===== src/rtl/i2cb_pkg.sv =====
package i2cb_pkg;
  typedef enum logic [2:0] {
    OP_START,
    OP_RESTART,
    OP_WRITE,
    OP_READ,
    OP_STOP
  } i2cb_op_t;

  typedef enum logic [2:0] {
    ST_IDLE,
    ST_START,
    ST_RESTART,
    ST_STOP,
    ST_BITS
  } i2cb_state_t;

  localparam logic [1:0] RA_CTRL = 2'd0;
  localparam logic [1:0] RA_STAT = 2'd1;
  localparam logic [1:0] RA_DATA = 2'd2;

  localparam int CB_MSEL    = 0;
  localparam int CB_TX      = 1;
  localparam int CB_RESTART = 2;
  localparam int CB_ACKEN   = 3;
endpackage


===== src/rtl/i2cb_tick.sv =====
module i2cb_tick #(
  parameter int DIV = 250
) (
  input  logic clk,
  input  logic rst,
  input  logic run,
  output logic tick
);
  localparam int CW = (DIV > 1) ? $clog2(DIV) : 1;
  localparam logic [CW-1:0] LAST = CW'(DIV - 1);

  logic [CW-1:0] cnt;

  always_ff @(posedge clk) begin
    if (rst || !run) cnt <= '0;
    else if (cnt == LAST) cnt <= '0;
    else cnt <= cnt + 1'b1;
  end

  assign tick = run && (cnt == LAST);
endmodule


===== src/rtl/i2cb_busmon.sv =====
module i2cb_busmon #(
  parameter int SYNC = 2
) (
  input  logic clk,
  input  logic rst,
  input  logic scl_i,
  input  logic sda_i,
  output logic bus_busy
);
  logic [SYNC-1:0] scl_s, sda_s;
  logic scl_p, sda_p;
  logic scl_n, sda_n;

  assign scl_n = scl_s[SYNC-1];
  assign sda_n = sda_s[SYNC-1];

  always_ff @(posedge clk) begin
    if (rst) begin
      scl_s    <= '1;
      sda_s    <= '1;
      scl_p    <= 1'b1;
      sda_p    <= 1'b1;
      bus_busy <= 1'b0;
    end else begin
      scl_s <= {scl_s[SYNC-2:0], scl_i};
      sda_s <= {sda_s[SYNC-2:0], sda_i};
      scl_p <= scl_n;
      sda_p <= sda_n;
      if (scl_n && scl_p && sda_p && !sda_n) bus_busy <= 1'b1;
      else if (scl_n && scl_p && !sda_p && sda_n) bus_busy <= 1'b0;
    end
  end
endmodule


===== src/rtl/i2cb_engine.sv =====
module i2cb_engine
  import i2cb_pkg::*;
#(
  parameter int DIV = 250
) (
  input  logic       clk,
  input  logic       rst,
  input  logic       go,
  input  i2cb_op_t   op,
  input  logic [7:0] wbyte,
  input  logic       ack_en,
  input  logic       sda_i,
  output logic       scl_o,
  output logic       sda_o,
  output logic       busy,
  output logic       held,
  output logic       done,
  output logic       rx_valid,
  output logic [7:0] rx_byte,
  output logic       rx_nack
);
  localparam logic [3:0] ACK_SLOT = 4'd8;

  i2cb_state_t state;
  logic [1:0]  ph;
  logic [3:0]  bitn;
  logic [7:0]  sh;
  logic        smp, rd_q, ack_q, tick;
  logic        scl_d, sda_d;

  assign busy = (state != ST_IDLE);

  i2cb_tick #(.DIV(DIV)) i_tick (
    .clk (clk),
    .rst (rst),
    .run (busy),
    .tick(tick)
  );

  always_comb begin
    scl_d = 1'b1;
    sda_d = 1'b1;
    case (state)
      ST_IDLE:    begin scl_d = !held;              sda_d = !held;       end
      ST_START:   begin scl_d = (ph != 2'd3);       sda_d = (ph == 2'd0); end
      ST_RESTART: begin scl_d = (ph == 2'd1) || (ph == 2'd2); sda_d = (ph <= 2'd1); end
      ST_STOP:    begin scl_d = (ph != 2'd0);       sda_d = (ph >= 2'd2); end
      ST_BITS: begin
        scl_d = (ph == 2'd1) || (ph == 2'd2);
        if (bitn == ACK_SLOT) sda_d = rd_q ? !ack_q : 1'b1;
        else                  sda_d = rd_q ? 1'b1 : sh[7];
      end
      default: ;
    endcase
  end

  always_ff @(posedge clk) begin
    if (rst) begin
      state    <= ST_IDLE;
      ph       <= '0;
      bitn     <= '0;
      sh       <= '0;
      smp      <= 1'b1;
      rd_q     <= 1'b0;
      ack_q    <= 1'b0;
      held     <= 1'b0;
      done     <= 1'b0;
      rx_valid <= 1'b0;
      rx_byte  <= '0;
      rx_nack  <= 1'b0;
      scl_o    <= 1'b1;
      sda_o    <= 1'b1;
    end else begin
      done     <= 1'b0;
      rx_valid <= 1'b0;
      scl_o    <= scl_d;
      sda_o    <= sda_d;
      if (state == ST_IDLE) begin
        ph   <= '0;
        bitn <= '0;
        if (go) begin
          case (op)
            OP_START:   state <= ST_START;
            OP_RESTART: state <= ST_RESTART;
            OP_STOP:    state <= ST_STOP;
            OP_WRITE: begin state <= ST_BITS; sh <= wbyte; rd_q <= 1'b0; end
            OP_READ:  begin state <= ST_BITS; sh <= 8'hFF; rd_q <= 1'b1; ack_q <= ack_en; end
            default: ;
          endcase
        end
      end else if (tick) begin
        if (ph == 2'd2 && state == ST_BITS) begin
          smp <= sda_i;
          if (bitn == ACK_SLOT && !rd_q) rx_nack <= sda_i;
        end
        if (ph != 2'd3) begin
          ph <= ph + 1'b1;
        end else if (state == ST_BITS && bitn != ACK_SLOT) begin
          sh   <= {sh[6:0], smp};
          bitn <= bitn + 1'b1;
          ph   <= '0;
        end else begin
          state <= ST_IDLE;
          held  <= (state != ST_STOP);
          if (state == ST_BITS) begin
            done     <= 1'b1;
            rx_valid <= rd_q;
            if (rd_q) rx_byte <= sh;
          end
        end
      end
    end
  end

  AST_SDA_STABLE_SCL_HIGH: assert property (@(posedge clk) disable iff (rst)
    (state == ST_BITS && scl_o && $past(scl_o)) |-> $stable(sda_o));

  AST_LINES_FREE_WHEN_IDLE: assert property (@(posedge clk) disable iff (rst)
    (!busy && $past(!busy) && !held) |-> (scl_o && sda_o));
endmodule


===== src/rtl/i2c_byte_master.sv =====
module i2c_byte_master
  import i2cb_pkg::*;
#(
  parameter int DIV = 250
) (
  input  logic       clk,
  input  logic       rst,
  input  logic       reg_wr,
  input  logic       reg_rd,
  input  logic [1:0] reg_addr,
  input  logic [7:0] reg_wdata,
  output logic [7:0] reg_rdata,
  input  logic       scl_i,
  input  logic       sda_i,
  output logic       scl_o,
  output logic       sda_o
);
  logic msel_q, tx_q, acken_q, byte_done_q;
  logic [7:0] data_q;
  logic pend_start, pend_restart, pend_wr, pend_rd, pend_stop;
  logic go;
  i2cb_op_t go_op;
  logic eng_busy, eng_held, eng_done, eng_rx_valid, eng_rx_nack, bus_busy;
  logic [7:0] eng_rx_byte;
  logic data_acc, active;

  assign data_acc = (reg_wr || reg_rd) && (reg_addr == RA_DATA);
  assign active   = eng_busy || pend_start || pend_restart || pend_wr || pend_rd || pend_stop;

  always_comb begin
    go    = !eng_busy;
    go_op = OP_START;
    if (pend_start)        go_op = OP_START;
    else if (pend_restart) go_op = OP_RESTART;
    else if (pend_wr)      go_op = OP_WRITE;
    else if (pend_rd)      go_op = OP_READ;
    else if (pend_stop)    go_op = OP_STOP;
    else                   go    = 1'b0;
  end

  i2cb_engine #(.DIV(DIV)) i_engine (
    .clk     (clk),
    .rst     (rst),
    .go      (go),
    .op      (go_op),
    .wbyte   (data_q),
    .ack_en  (acken_q),
    .sda_i   (sda_i),
    .scl_o   (scl_o),
    .sda_o   (sda_o),
    .busy    (eng_busy),
    .held    (eng_held),
    .done    (eng_done),
    .rx_valid(eng_rx_valid),
    .rx_byte (eng_rx_byte),
    .rx_nack (eng_rx_nack)
  );

  i2cb_busmon #(.SYNC(2)) i_busmon (
    .clk     (clk),
    .rst     (rst),
    .scl_i   (scl_i),
    .sda_i   (sda_i),
    .bus_busy(bus_busy)
  );

  always_ff @(posedge clk) begin
    if (rst) begin
      msel_q       <= 1'b0;
      tx_q         <= 1'b0;
      acken_q      <= 1'b0;
      byte_done_q  <= 1'b0;
      data_q       <= '0;
      pend_start   <= 1'b0;
      pend_restart <= 1'b0;
      pend_wr      <= 1'b0;
      pend_rd      <= 1'b0;
      pend_stop    <= 1'b0;
      reg_rdata    <= '0;
    end else begin
      if (go) begin
        case (go_op)
          OP_START:   pend_start   <= 1'b0;
          OP_RESTART: pend_restart <= 1'b0;
          OP_WRITE:   pend_wr      <= 1'b0;
          OP_READ:    pend_rd      <= 1'b0;
          default:    pend_stop    <= 1'b0;
        endcase
      end
      if (eng_done)      byte_done_q <= 1'b1;
      else if (data_acc) byte_done_q <= 1'b0;
      if (eng_rx_valid) data_q <= eng_rx_byte;
      if (reg_wr) begin
        case (reg_addr)
          RA_CTRL: begin
            msel_q  <= reg_wdata[CB_MSEL];
            tx_q    <= reg_wdata[CB_TX];
            acken_q <= reg_wdata[CB_ACKEN];
            if (reg_wdata[CB_MSEL] && !msel_q) pend_start <= 1'b1;
            if (!reg_wdata[CB_MSEL] && msel_q) pend_stop  <= 1'b1;
            if (reg_wdata[CB_MSEL] && msel_q && reg_wdata[CB_RESTART]) pend_restart <= 1'b1;
          end
          RA_DATA: begin
            data_q <= reg_wdata;
            if (msel_q && tx_q) pend_wr <= 1'b1;
          end
          default: ;
        endcase
      end
      if (reg_rd) begin
        case (reg_addr)
          RA_CTRL: reg_rdata <= {4'b0, acken_q, 1'b0, tx_q, msel_q};
          RA_STAT: reg_rdata <= {4'b0, active, eng_rx_nack, bus_busy, byte_done_q};
          RA_DATA: reg_rdata <= data_q;
          default: reg_rdata <= '0;
        endcase
        if (reg_addr == RA_DATA && msel_q && !tx_q) pend_rd <= 1'b1;
      end
    end
  end

  AST_DONE_AFTER_ENGINE: assert property (@(posedge clk) disable iff (rst)
    $rose(byte_done_q) |-> $past(eng_done));

  AST_BUSY_RISES_IN_XFER: assert property (@(posedge clk) disable iff (rst)
    $rose(bus_busy) |-> eng_busy);

  AST_RESTART_WHILE_BUSY: assert property (@(posedge clk) disable iff (rst)
    (go && go_op == OP_RESTART) |-> bus_busy);
endmodule


===== config.mk =====
export PLATFORM = sky130hd
export DESIGN_NAME = i2c_byte_master
export DESIGN_NICKNAME = d
export VERILOG_FILES = /design/src/rtl/i2cb_pkg.sv /design/src/rtl/i2cb_tick.sv /design/src/rtl/i2cb_busmon.sv /design/src/rtl/i2cb_engine.sv /design/src/rtl/i2c_byte_master.sv
export SDC_FILE = /design/constraint.sdc
export NUM_CORES = 1
export LEC_CHECK = 0
export BUFFER_PORTS_ARGS = -buffer_cell sky130_fd_sc_hd__buf_2
export CORE_AREA = 2 2 73 82
export CTS_CLUSTER_DIAMETER = 80
export CTS_CLUSTER_SIZE = 30
export DETAILED_ROUTE_END_ITERATION = 6
export DIE_AREA = 0 0 75 84
export HOLD_SLACK_MARGIN = 0.06
export MAX_ROUTING_LAYER = met4
export PLACE_DENSITY = 0.83
export SLEW_MARGIN = 5
export SYNTH_ARGS = -nofsm -noshare
export SYNTH_HDL_FRONTEND = slang
export SYNTH_SLANG_ARGS = --single-unit

===== constraint.sdc =====
create_clock -name clk -period 2.78 [get_ports clk]
set_input_delay 0.556 -clock clk [delete_from_list [all_inputs] [get_ports clk]]
set_output_delay 0.556 -clock clk [all_outputs]
set_load 0.05 [all_outputs]

==> metrics <==
status=complete, no violations; layout cells sized above 1=0.148; Layout Nets=425; Simple-Gate Fraction of Synth Area=0.240; fin crit share=0.757; R2R Setup Slk=approximately 0.68 ns; Rows=29; largest net degree at the start of global routing=68; synthesized net count=414; clk_lat worst skew=about 0.35 ns; Seq/Total Area, Yosys=0.432; antenna cells=0; Sw Share=0.250; critical path fanouts, max=14; TNS Setup=0 ns; synthesized area=3430 µm²; worst-margin pin slew=just under 0.8 ns; CP cell instances=or3_4 -> o32ai_4 -> nor3b_4 -> o32ai_1; Hold Crit Start=scl_i; filler instances=479; Post-DP HPWL=between 5000 and 6000 µm; Max-slew headroom=0.485; Cell variety after synth=50; number of cells on the worst hold path=2; Final Skew=0.0138 ns; yosys warns=0; mux share of post-synthesis cell area=0.0409; Hold EP=i_busmon.scl_s[0]; R2R Path End=i_engine.sh[5]; Max stage delay on crit path=roughly 0.51 ns; number of synthesized flops with an enable pin=0; final setup margin=0.676 ns; Routed Antenna Nets=0; Pleak=~0.0013 µW; Worst EP arrival=2.31 ns; RSZ-0062 raised after global routing=no; Internal Power=~1500 µW; Peak VDD IR=288 µV; routed length per instance=15.0 µm; die footprint=6300 µm²; die height=~84 µm; post-CTS setup buffer count=0; largest family of logic cells by synthesized area=simple AND/OR/NAND/NOR gates; ys async rst share=0; # resized after CTS=0; Die W=about 75 µm; first-pass GRT wire length=about 12000 µm; DRT iter0 DRCs=about 230; Fin. Hold Viols=0; synthesized-area fraction occupied by adder cells=0.0292; Place WS=just over 0.7 ns; Slowest-stage cell, CP=or3_4; XOR/XNOR Fraction of Synth Area=0.0153; fin cells=roughly 480; clock sink count=between 70 and 80; Core Footprint=between 5000 and 6000 µm²; RR Startpoint=i_engine.state[2]; Compound-Gate Fraction of Synth Area=0.196; Placer Congestion=between 0.8 and 0.9; I/O Buffers=25; initial antenna violation count=0; CTS H-Tree Depth=3; delay-heaviest family, CP=simple AND/OR/NAND/NOR gates; worst min-delay path class=in -> reg; final WL=7240 µm; Max clock buf depth=2; Setup CP Type=reg -> reg; Worst Path Required=2.99 ns; CTS clk-pin slew, worst paths=around 0.09 ns; Post-CTS Hold Fix Bufs=0; number of global-route vias before repair=2590; starting density of the core=0.618; crit path capture type=flip-flop; FMAX=between 0.4 and 0.5 GHz; clock power share=0.394; Period minus WS final=~2.1 ns; I/O pin cnt=26; Critical Path Start Type=flip-flop; post-layout util=0.673; Max-cap violations=0; top_reg_cell synth=dfxtp_1; Slew Viols, Final=0; DR vias=2848; R2R depth=4; TritonCTS clock tree=done; Via-to-Cell Ratio=just under 6; Tot GR Track Use=0.243; placed cells=roughly 470; Reg power frac=0.544; drt pass-1 iters=4; GRT overflow=0; CP bufs+invs=0; Cells after Synth=390; Final Setup Violations=0; #FFs+latches synth=74; switching power=around 500 µW; Root Buffer=clkbuf_8; Mean Syn Cell Area=between 8 and 9 µm²; CTS Buf Count=9; PD cells=around 540 nW/µm²; synthesis-to-finish area growth=9.05%; combinational power share=0.062; DRC Markers=0
worst register-to-register path, cell delays in order, from the launching register on:
cell     delay (ns)
dfxtp_1        0.40
or3_4          0.51
o32ai_4        0.49
nor3b_4        0.43
o32ai_1        0.13
registers in the layout, indices dropped and copies added, names as in the netlist, 2 cells and up:
name	count
data_q	8
i_engine.i_tick.cnt	8
i_engine.rx_byte	8
i_engine.sh	8
reg_rdata	8
i_engine.bitn	4
i_engine.state	3
i_busmon.scl_s	2
i_busmon.sda_s	2
i_engine.ph	2
cell usage after synthesis (all sizes together), types with 2 or more instances:
| master | instances | share of area |
|---|---|---|
| dfxtp | 74 | 0.43 |
| inv | 10 | 0.011 |
| mux2i | 14 | 0.041 |
| nor2 | 39 | 0.043 |
| nor2b | 2 | 0.0036 |
| nand4b | 2 | 0.0051 |
| a31oi | 4 | 0.0073 |
| a211oi | 11 | 0.024 |
| nand2 | 10 | 0.011 |
| nand2b | 15 | 0.027 |
| nor3b | 4 | 0.014 |
| o32ai | 9 | 0.028 |
| nand3b | 13 | 0.028 |
| o211ai | 8 | 0.018 |
| or3 | 4 | 0.0088 |
| o21ai | 23 | 0.034 |
| or2 | 9 | 0.016 |
| nor3 | 9 | 0.018 |
| a311oi | 3 | 0.0077 |
| ha | 8 | 0.029 |
| nand4 | 5 | 0.0091 |
| o31ai | 3 | 0.0066 |
| a21oi | 39 | 0.057 |
| buf | 7 | 0.013 |
| xnor2 | 3 | 0.0077 |
| or4 | 3 | 0.0066 |
| and2 | 2 | 0.0036 |
| clkbuf | 21 | 0.023 |
| xor2 | 3 | 0.0077 |
| nand3 | 20 | 0.029 |
metrics by stage:
stage	area (µm²)	hold slack, ns	total power, µW
after global routing	3740	0.387	2070
after global placement	3550	0.392	1240
after floorplan	3430	0.389	1200
after CTS	3740	0.386	2020
after detailed placement	3550	0.399	1240
final	3740	0.391	2000
cell type report:
type,instances,area (µm²),share of cell area
Clock inverter,4,33.8,0.00904
Sequential cell,74,1480,0.396
Clock buffer,12,155,0.0415
Multi-Input combinational cell,278,1790,0.478
Inverter,10,37.5,0.0100
Timing Repair Buffer,28,148,0.0395
Tap cell,77,96.3,0.0258
power groups by stage:
| stage | Combinational [µW] | Clock, µW | Sequential [µW] |
|---|---|---|---|
| 2_1_floorplan | 77.4 | 0 | 1130 |
| 3_3_place_gp | 122 | 0 | 1110 |
| 3_5_place_dp | 123 | 0 | 1110 |
| 4_1_cts | 124 | 805 | 1090 |
| 5_1_grt | 135 | 844 | 1090 |
| 6_report | 123 | 790 | 1090 |
layout by cell type (no fill, tap or decap), drive strengths merged, types with 10 or more instances in the layout:
cell,Yosys,layout
nand2b,15,15
a21oi,39,39
o21ai,23,23
nor2,39,39
mux2i,14,14
a211oi,11,11
nand2,10,10
nand3,20,20
clkbuf,21,12
nand3b,13,13
dfxtp,74,74
buf,7,28
inv,10,12
how the worst max path moves through the flow:
stage | startpoint | to | slack (ns) | cells past startpoint
CTS | i_engine.state[2] | i_engine.sh[5] | 0.68 | 4
global route | i_engine.state[2] | i_engine.sh[0] | 0.57 | 4
finish | i_engine.state[2] | i_engine.sh[5] | 0.68 | 4
detailed placement | i_engine.state[2] | i_engine.sh[3] | 0.71 | 4
floorplan | i_engine.state[0] | i_engine.sh[0] | 0.88 | 6
global placement | i_engine.state[2] | i_engine.sh[4] | 0.75 | 4
routing by layer:
layer	GRT usage	routed length (µm)	vias to the layer above
li1	-	-	1436
met2	0.372	3570	80
met5	-	0	-
met1	0.302	3230	1320
met4	0.122	127	0
met3	0.0423	309	12
cells by family after synthesis:
family,Yosys count
XOR/XNOR,6
buffers and inverters,38
adder cells (fa/ha/maj),8
AND/OR/NAND/NOR,144
flip-flops,74
multiplexers,14
AO/OA/AOI/OAI,106
(Power assumes the default switching activity.)
